[src/rtl/spi_xfer_pkg.sv]
package spi_xfer_pkg;

  typedef enum logic [2:0] {
    ST_IDLE,
    ST_LEAD,
    ST_SHIFT,
    ST_TAIL,
    ST_GAP
  } seq_st_e;

  typedef struct packed {
    logic cpha;
    logic cpol;
    logic lsb_first;
    logic dummy_val;
    logic drop;
    logic late;
    logic cs_gap;
  } xfer_cfg_t;

endpackage

[src/rtl/spi_xfer_seq.sv]
module spi_xfer_seq
  import spi_xfer_pkg::*;
#(
  parameter int BW       = 8,
  parameter int LEN_W    = 8,
  parameter int HALF_DIV = 2
) (
  input  logic             clk_i,
  input  logic             rst_ni,
  input  logic             start_i,
  input  logic [LEN_W-1:0] total_len_i,
  input  logic [LEN_W-1:0] tx_len_i,
  input  xfer_cfg_t        cfg_i,
  input  logic             tx_valid_i,
  output xfer_cfg_t        cfg_o,
  output logic             busy_o,
  output logic             tx_ready_o,
  output logic             load_o,
  output logic             load_dummy_o,
  output logic             shift_o,
  output logic             sample_o,
  output logic             sclk_act_o,
  output logic             cs_act_o,
  output logic             deliver_o,
  output logic             keep_o
);

  localparam int EDGE_N = 2 * BW;
  localparam int EDGE_W = $clog2(EDGE_N);
  localparam int DIV_W  = (HALF_DIV > 1) ? $clog2(HALF_DIV) : 1;
  localparam logic [DIV_W-1:0]  DIV_LAST  = DIV_W'(HALF_DIV - 1);
  localparam logic [EDGE_W-1:0] EDGE_LAST = EDGE_W'(EDGE_N - 1);

  seq_st_e           st_q;
  logic [DIV_W-1:0]  div_q;
  logic [EDGE_W-1:0] edge_q;
  logic [LEN_W-1:0]  idx_q, tot_q, txl_q;
  xfer_cfg_t         cfg_q;
  logic              have_q, sclk_q;

  logic half_done, need_tx, edge_now, smp_edge, last_burst;

  assign half_done  = (div_q == DIV_LAST);
  assign need_tx    = (idx_q < txl_q);
  assign last_burst = (idx_q == tot_q - LEN_W'(1));
  assign edge_now   = (st_q == ST_SHIFT) && half_done;
  // even edges lead, odd edges trail
  assign smp_edge   = cfg_q.cpha ? edge_q[0] : ~edge_q[0];

  assign tx_ready_o   = (st_q == ST_LEAD) && need_tx && !have_q;
  assign load_o       = (st_q == ST_LEAD) && !have_q && (!need_tx || tx_valid_i);
  assign load_dummy_o = !need_tx;
  assign sample_o     = edge_now && smp_edge;
  assign shift_o      = edge_now && !smp_edge && (edge_q != '0);
  assign deliver_o    = (st_q == ST_TAIL) && half_done;
  assign keep_o       = !(cfg_q.drop && need_tx);
  assign cs_act_o     = (st_q == ST_LEAD) || (st_q == ST_SHIFT) || (st_q == ST_TAIL);
  assign busy_o       = (st_q != ST_IDLE);
  assign sclk_act_o   = sclk_q;
  assign cfg_o        = cfg_q;

  always_ff @(posedge clk_i or negedge rst_ni) begin
    if (!rst_ni) begin
      st_q   <= ST_IDLE;
      div_q  <= '0;
      edge_q <= '0;
      idx_q  <= '0;
      tot_q  <= '0;
      txl_q  <= '0;
      cfg_q  <= '0;
      have_q <= 1'b0;
      sclk_q <= 1'b0;
    end else begin
      unique case (st_q)
        ST_IDLE: begin
          if (start_i && (total_len_i != '0)) begin
            st_q   <= ST_LEAD;
            tot_q  <= total_len_i;
            txl_q  <= (tx_len_i > total_len_i) ? total_len_i : tx_len_i;
            cfg_q  <= cfg_i;
            idx_q  <= '0;
            div_q  <= '0;
            have_q <= 1'b0;
            sclk_q <= 1'b0;
          end
        end
        ST_LEAD: begin
          if (load_o) have_q <= 1'b1;
          if (have_q) begin
            if (half_done) begin
              div_q  <= '0;
              edge_q <= '0;
              st_q   <= ST_SHIFT;
            end else begin
              div_q <= div_q + DIV_W'(1);
            end
          end
        end
        ST_SHIFT: begin
          if (half_done) begin
            div_q  <= '0;
            sclk_q <= ~sclk_q;
            if (edge_q == EDGE_LAST) begin
              edge_q <= '0;
              st_q   <= ST_TAIL;
            end else begin
              edge_q <= edge_q + EDGE_W'(1);
            end
          end else begin
            div_q <= div_q + DIV_W'(1);
          end
        end
        ST_TAIL: begin
          if (half_done) begin
            div_q  <= '0;
            have_q <= 1'b0;
            if (last_burst) begin
              st_q <= ST_IDLE;
            end else begin
              idx_q <= idx_q + LEN_W'(1);
              st_q  <= cfg_q.cs_gap ? ST_GAP : ST_LEAD;
            end
          end else begin
            div_q <= div_q + DIV_W'(1);
          end
        end
        ST_GAP: begin
          if (half_done) begin
            div_q <= '0;
            st_q  <= ST_LEAD;
          end else begin
            div_q <= div_q + DIV_W'(1);
          end
        end
        default: st_q <= ST_IDLE;
      endcase
    end
  end

  AST_SCLK_HOLD: assert property (@(posedge clk_i) disable iff (!rst_ni)
    (busy_o && !$stable(sclk_q)) |=> $stable(sclk_q));

  AST_READY_ONLY_BUSY: assert property (@(posedge clk_i) disable iff (!rst_ni)
    tx_ready_o |-> (cs_act_o && !sclk_q));

endmodule

[src/rtl/spi_xfer_dp.sv]
module spi_xfer_dp
  import spi_xfer_pkg::*;
#(
  parameter int BW = 8
) (
  input  logic          clk_i,
  input  logic          rst_ni,
  input  xfer_cfg_t     cfg_i,
  input  logic          load_i,
  input  logic          load_dummy_i,
  input  logic [BW-1:0] tx_data_i,
  input  logic          shift_i,
  input  logic          sample_i,
  input  logic          miso_i,
  input  logic          deliver_i,
  input  logic          keep_i,
  output logic          mosi_o,
  output logic [BW-1:0] rx_data_o,
  output logic          rx_valid_o
);

  logic [BW-1:0] tx_sh_q, rx_sh_q;
  logic          pend_q, cap_en;

  assign mosi_o = cfg_i.lsb_first ? tx_sh_q[0] : tx_sh_q[BW-1];
  // late mode: capture one system clock after the nominal edge
  assign cap_en = cfg_i.late ? pend_q : sample_i;

  always_ff @(posedge clk_i or negedge rst_ni) begin
    if (!rst_ni) begin
      tx_sh_q <= '0;
    end else if (load_i) begin
      tx_sh_q <= load_dummy_i ? {BW{cfg_i.dummy_val}} : tx_data_i;
    end else if (shift_i) begin
      tx_sh_q <= cfg_i.lsb_first ? {1'b0, tx_sh_q[BW-1:1]} : {tx_sh_q[BW-2:0], 1'b0};
    end
  end

  always_ff @(posedge clk_i or negedge rst_ni) begin
    if (!rst_ni) begin
      pend_q  <= 1'b0;
      rx_sh_q <= '0;
    end else begin
      pend_q <= sample_i && cfg_i.late;
      if (cap_en) begin
        rx_sh_q <= cfg_i.lsb_first ? {miso_i, rx_sh_q[BW-1:1]} : {rx_sh_q[BW-2:0], miso_i};
      end
    end
  end

  always_ff @(posedge clk_i or negedge rst_ni) begin
    if (!rst_ni) begin
      rx_data_o  <= '0;
      rx_valid_o <= 1'b0;
    end else begin
      rx_valid_o <= deliver_i && keep_i;
      if (deliver_i) rx_data_o <= rx_sh_q;
    end
  end

  AST_RX_PULSE: assert property (@(posedge clk_i) disable iff (!rst_ni)
    rx_valid_o |=> !rx_valid_o);

  AST_NO_CAP_ON_LOAD: assert property (@(posedge clk_i) disable iff (!rst_ni)
    load_i |-> !(shift_i || sample_i));

endmodule

[src/rtl/spi_xfer_cs.sv]
module spi_xfer_cs #(
  parameter int CS_N  = 4,
  parameter int SEL_W = $clog2(CS_N)
) (
  input  logic             clk_i,
  input  logic             rst_ni,
  input  logic             cs_act_i,
  input  logic [SEL_W-1:0] sel_i,
  input  logic             pol_i,
  input  logic             sw_own_i,
  input  logic             sw_lvl_i,
  output logic [CS_N-1:0]  cs_o
);

  for (genvar g = 0; g < CS_N; g++) begin : g_line
    logic on_line, lvl_d;
    assign on_line = (sel_i == SEL_W'(g));
    always_comb begin
      if (!on_line)      lvl_d = pol_i;
      else if (sw_own_i) lvl_d = sw_lvl_i;
      else               lvl_d = cs_act_i ? ~pol_i : pol_i;
    end

    always_ff @(posedge clk_i or negedge rst_ni) begin
      if (!rst_ni) cs_o[g] <= 1'b0;
      else         cs_o[g] <= lvl_d;
    end

    AST_CS_IDLE_LINE: assert property (@(posedge clk_i) disable iff (!rst_ni)
      (sel_i != SEL_W'(g)) |=> (cs_o[g] == $past(pol_i)));

    AST_CS_SW_LEVEL: assert property (@(posedge clk_i) disable iff (!rst_ni)
      (sw_own_i && sel_i == SEL_W'(g)) |=> (cs_o[g] == $past(sw_lvl_i)));
  end

endmodule

[src/rtl/spi_xfer_ctrl.sv]
module spi_xfer_ctrl
  import spi_xfer_pkg::*;
#(
  parameter int BW       = 8,
  parameter int LEN_W    = 8,
  parameter int CS_N     = 4,
  parameter int HALF_DIV = 2,
  parameter int SEL_W    = $clog2(CS_N)
) (
  input  logic             clk_i,
  input  logic             rst_ni,
  input  logic             start_i,
  input  logic [LEN_W-1:0] total_len_i,
  input  logic [LEN_W-1:0] tx_len_i,
  input  logic             cpha_i,
  input  logic             cpol_i,
  input  logic             lsb_first_i,
  input  logic             dummy_val_i,
  input  logic             drop_i,
  input  logic             late_sample_i,
  input  logic             cs_gap_i,
  input  logic             cs_pol_i,
  input  logic [SEL_W-1:0] cs_sel_i,
  input  logic             cs_sw_own_i,
  input  logic             cs_sw_lvl_i,
  output logic             busy_o,
  input  logic [BW-1:0]    tx_data_i,
  input  logic             tx_valid_i,
  output logic             tx_ready_o,
  output logic [BW-1:0]    rx_data_o,
  output logic             rx_valid_o,
  output logic             sclk_o,
  output logic             mosi_o,
  input  logic             miso_i,
  output logic [CS_N-1:0]  cs_o
);

  xfer_cfg_t cfg_live, cfg_run;
  logic load, load_dummy, shift, sample, sclk_act, cs_act, deliver, keep;

  assign cfg_live = '{cpha: cpha_i, cpol: cpol_i, lsb_first: lsb_first_i,
                      dummy_val: dummy_val_i, drop: drop_i, late: late_sample_i,
                      cs_gap: cs_gap_i};

  spi_xfer_seq #(.BW(BW), .LEN_W(LEN_W), .HALF_DIV(HALF_DIV)) u_seq (
    .clk_i        (clk_i),
    .rst_ni       (rst_ni),
    .start_i      (start_i),
    .total_len_i  (total_len_i),
    .tx_len_i     (tx_len_i),
    .cfg_i        (cfg_live),
    .tx_valid_i   (tx_valid_i),
    .cfg_o        (cfg_run),
    .busy_o       (busy_o),
    .tx_ready_o   (tx_ready_o),
    .load_o       (load),
    .load_dummy_o (load_dummy),
    .shift_o      (shift),
    .sample_o     (sample),
    .sclk_act_o   (sclk_act),
    .cs_act_o     (cs_act),
    .deliver_o    (deliver),
    .keep_o       (keep)
  );

  spi_xfer_dp #(.BW(BW)) u_dp (
    .clk_i        (clk_i),
    .rst_ni       (rst_ni),
    .cfg_i        (cfg_run),
    .load_i       (load),
    .load_dummy_i (load_dummy),
    .tx_data_i    (tx_data_i),
    .shift_i      (shift),
    .sample_i     (sample),
    .miso_i       (miso_i),
    .deliver_i    (deliver),
    .keep_i       (keep),
    .mosi_o       (mosi_o),
    .rx_data_o    (rx_data_o),
    .rx_valid_o   (rx_valid_o)
  );

  spi_xfer_cs #(.CS_N(CS_N), .SEL_W(SEL_W)) u_cs (
    .clk_i    (clk_i),
    .rst_ni   (rst_ni),
    .cs_act_i (cs_act),
    .sel_i    (cs_sel_i),
    .pol_i    (cs_pol_i),
    .sw_own_i (cs_sw_own_i),
    .sw_lvl_i (cs_sw_lvl_i),
    .cs_o     (cs_o)
  );

  assign sclk_o = (busy_o ? cfg_run.cpol : cpol_i) ^ sclk_act;

  AST_START_BUSY: assert property (@(posedge clk_i) disable iff (!rst_ni)
    (!busy_o && start_i && total_len_i != '0) |=> busy_o);

  AST_ZERO_LEN_IGNORED: assert property (@(posedge clk_i) disable iff (!rst_ni)
    (!busy_o && start_i && total_len_i == '0) |=> !busy_o);

  AST_SCLK_IDLE: assert property (@(posedge clk_i) disable iff (!rst_ni)
    !busy_o |-> (sclk_o == cpol_i));

  AST_RX_IN_XFER: assert property (@(posedge clk_i) disable iff (!rst_ni)
    rx_valid_o |-> $past(busy_o));

endmodule

[config.mk]
export PLATFORM = sky130hd
export DESIGN_NAME = spi_xfer_ctrl
export DESIGN_NICKNAME = d
export VERILOG_FILES = /design/src/rtl/spi_xfer_pkg.sv /design/src/rtl/spi_xfer_seq.sv /design/src/rtl/spi_xfer_dp.sv /design/src/rtl/spi_xfer_cs.sv /design/src/rtl/spi_xfer_ctrl.sv
export SDC_FILE = /design/constraint.sdc
export NUM_CORES = 1
export LEC_CHECK = 0
export BUFFER_PORTS_ARGS = -buffer_cell sky130_fd_sc_hd__buf_2
export CORE_MARGIN = 10
export CORE_UTILIZATION = 25
export CTS_CLUSTER_SIZE = 40
export DETAILED_ROUTE_END_ITERATION = 10
export GPL_TIMING_DRIVEN = 0
export PLACE_DENSITY_LB_ADDON = 0.08
export SYNTH_ARGS = -nofsm -noshare
export SYNTH_HDL_FRONTEND = slang
export SYNTH_HIERARCHICAL = 1
export SYNTH_SLANG_ARGS = --single-unit
[constraint.sdc]
create_clock -name clk_i -period 6.7 [get_ports clk_i]
set_clock_uncertainty 0.2 [all_clocks]
set_input_delay 0.335 -clock clk_i [delete_from_list [all_inputs] [get_ports clk_i]]
set_output_delay 0.335 -clock clk_i [all_outputs]
set_load 0.03 [all_outputs]
==> flow_summary.toml <==
[route]
wire_per_inst_um = 15.2
wl_met2_um = 5480
drc = 0
wirelength_met1_um = 5300
dr_wl_met3_um = 435
vias = 3409
vias_per_cell = 4.55
top_layer_used = "met4"
drtAntennaViolNets = 0
drtIter0Drc = 168
drt_wl_total_um = 11400
drt_pass1_iterations = 4

[worst_setup_path]
r2r_cells = 10
reg2reg_slack_ns = 3.66
start_kind = "flip-flop"
cp.required_ns = 6.70
arrival_ns = 3.03
path_cells = "inv_1 > ha_1 > or3b_1 > or4_1 > a2111oi_2 > a31oi_1 > o21ai_2 > buf_6 > or3_1 > a21oi_1"
endpoint_kind = "flip-flop"
critPathKind = "flip-flop to flip-flop"
max_stage_delay_ns = 0.49
crit_fanout = 10
crit_slowest_cell = "or4_1"

[sta]
finalSetupViolations = 0
rsz0062_at_grt = "no"
fin_ws_ns = 3.66
tightest_slew_ns = 0.676
fin_crit_ns = 3.04
slew_viol_final = 0
totalNegativeSetupSlack_ns = 0
hold_violations = 0
period_share = 0.453
maxSlewHeadroom = 0.549
max_freq_ghz = 0.329

[clocking]
h-tree-depth = 3
root_buffer = "clkbuf_16"
cts_made_buffers = 9
cts_tree = "built"
clk_latency_ns = 0.34
max-clock-path-buffers = 2
clkSlewWorstSetupHoldPaths_ns = 0.06
cts_setup_buffers = 0
cts_sinks = 71

[logic_synthesis]
post-synth-top-area-cell = "dfrtp_1"
ys.flop_type = "dfrtp_1"
synth_seq_cells = 71
synth_cell_types = 57
syn-num-nets = 509
synthCells = 449
yosys_warnings = 6
synth_edf_count = 0
synthesis.area_um2 = 4150
synth_area_leaders = "dfrtp_1 (43%), mux2i_1 (6.0%), ha_1 (5.7%), nand2_1 (5.6%), o21ai_0 (3.4%)"
async_flop_share = 1.00
syn_area_per_cell_um2 = 9.23
synth.yosys.seq_area_share = 0.428
synth_top_area_share = 0.428

[placed_design]
post-place-ws_ns = 3.63
post_dp_cell_area_um2 = 4740
dpl.cell_count = 727
numPortBuffers = 57
place_hpwl_um = 8550
routabilityCongestion = 0.751

[status]
status = "finished, final reports clean"

[global_route]
grt_use_total = 0.109
grt_pass1_wl_um = 19200
grt_pass1_vias = 3678
grt_max_degree = 45
antenna_found_initial = 0
gr-total-overflow = 0

[cells_and_area]
fin_util = 0.313
drive_above_1_share = 0.196
fillCellCount = 1763
regArea_um2 = 1780
area_delta_synth_final_pct = 23.8
stdcell_count = 750
multi_input_area_um2 = 2170
nets = 585
diodes = 0
final_cell_area_um2 = 5130

[die]
start_util = 0.253
die_x_um = 149
core_um2 = 16400
die-area_um2 = 22100
dieHeight_um = 149
num_io_pins = 58
std_cell_rows = 47

[pwr]
ir_drop_mv = 0.138
power_density_nw_per_um2 = 453
power_leakage_nw = 2.36

[min_path]
hp-class = "input pin to flip-flop"
worstHoldPathCells = 3

[job]
cap_violations = 0
==> stage by stage <==
step / hold slack (ns) / total power, mW
final: 0.00638 / 2.32
after global routing: 0.0194 / 2.55
after CTS: 0.00293 / 2.38
after detailed placement: 0.0957 / 1.83
after global placement: 0.259 / 1.81
after floorplan: -0.161 / 1.51
==> cell usage in the layout (no fill, tap or decap), types with 4 or more instances in the layout <==
| cell type | instances |
|---|---|
| nand2_1 | 62 |
| o31ai_1 | 5 |
| clkbuf_1 | 8 |
| dfrtp_1 | 71 |
| buf_2 | 58 |
| nor3_1 | 4 |
| o21ai_1 | 9 |
| o21a_1 | 7 |
| nand2b_1 | 13 |
| nand3_1 | 15 |
| a21oi_1 | 22 |
| o21ai_0 | 28 |
| or3_1 | 6 |
| a31oi_1 | 7 |
| dlygate4sd3_1 | 7 |
| clkbuf_16 | 9 |
| or4_1 | 5 |
| ha_1 | 19 |
| xnor2_1 | 8 |
| nor4_1 | 4 |
| nand4_1 | 5 |
| nor2b_1 | 11 |
| buf_6 | 4 |
| nor2_1 | 29 |
| mux2_2 | 10 |
| inv_1 | 25 |
| mux2i_1 | 25 |
| and2_1 | 4 |
==> critical path, delay by kind of cell (launching register included) <==
family | cells | cell delay (ns)
simple gates | 3 | 0.97
compound gates | 4 | 0.84
fa+ha+maj | 1 | 0.21
flops | 1 | 0.43
buf+inv | 2 | 0.25
==> metal layers <==
layer  GRT usage  vias to the layer above
met3      0.0303                       11
met2       0.182                       52
met1       0.132                     1607
met4      0.0383                        0
met5           0                        -
li1            -                     1739
==> Yosys cell counts (all sizes together), types with 7 or more instances <==
cell type	instances
mux2i	27
nand3	15
a21oi	22
inv	25
nor2b	11
o21ai	40
mux2	10
dfrtp	71
clkbuf	9
a31oi	7
ha	19
buf	8
nand2	63
nand2b	13
xnor2	8
nor2	30
o21a	7
==> final cells by class <==
type	instances	area share
Multi-Input combinational cell	336	0.423
Sequential cell	71	0.346
Timing Repair Buffer	65	0.0750
Tap cell	220	0.0536
Clock buffer	9	0.0439
Clock inverter	7	0.0200
Buffer	17	0.0197
Inverter	25	0.0183
==> sequential cells by signal, summed over array words and instances (netlist names) <==
name              count
u_cs/cs_o             4
u_dp/pend_q           1
u_dp/rx_data_o        8
u_dp/rx_sh_q          8
u_dp/rx_valid_o       1
u_dp/tx_sh_q          8
u_seq/cfg_o           7
u_seq/div_q           1
u_seq/edge_q          4
u_seq/have_q          1
u_seq/idx_q           8
u_seq/sclk_act_o      1
u_seq/st_q            3
u_seq/tot_q           8
u_seq/txl_q           8
==> power by group <==
group	switching (mW)	total [mW]	internal, mW
clock network	0.201	0.531	0.330
logic	0.623	1.04	0.418
registers	0.151	0.752	0.601
total	0.976	2.32	1.35
==> what timing repair did <==
item,CTS,global route
hold buffers,7,0
endpoints found under the hold margin,33,0
gates resized for setup,0,0
==> logic make-up (layout without fill, tap and decap cells) <==
| logic type | count (synthesis) | count (layout) | share of synthesized area |
|---|---|---|---|
| AO/OA/AOI/OAI | 100 | 100 | 0.150 |
| XOR/XNOR | 9 | 9 | 0.0190 |
| adder cells (fa/ha/maj) | 19 | 19 | 0.0573 |
| buffers and inverters | 42 | 123 | 0.0471 |
| flip-flops | 71 | 71 | 0.428 |
| multiplexers | 37 | 37 | 0.0963 |
| AND/OR/NAND/NOR | 171 | 171 | 0.202 |
==> worst paths after layout <==
path	startpoint	end
max in group asynchronous	rst_ni	u_seq/idx_q[4]
worst max-delay path	u_seq/tot_q[0]	u_seq/idx_q[6]
worst max register to register	u_seq/tot_q[0]	u_seq/idx_q[6]
min in group asynchronous	rst_ni	u_dp/rx_sh_q[1]
worst min-delay path	cs_gap_i	u_seq/cfg_o[0]
worst min register to register	u_seq/txl_q[0]	u_seq/txl_q[0]
No activity file was read; power rests on OpenSTA's default activity.
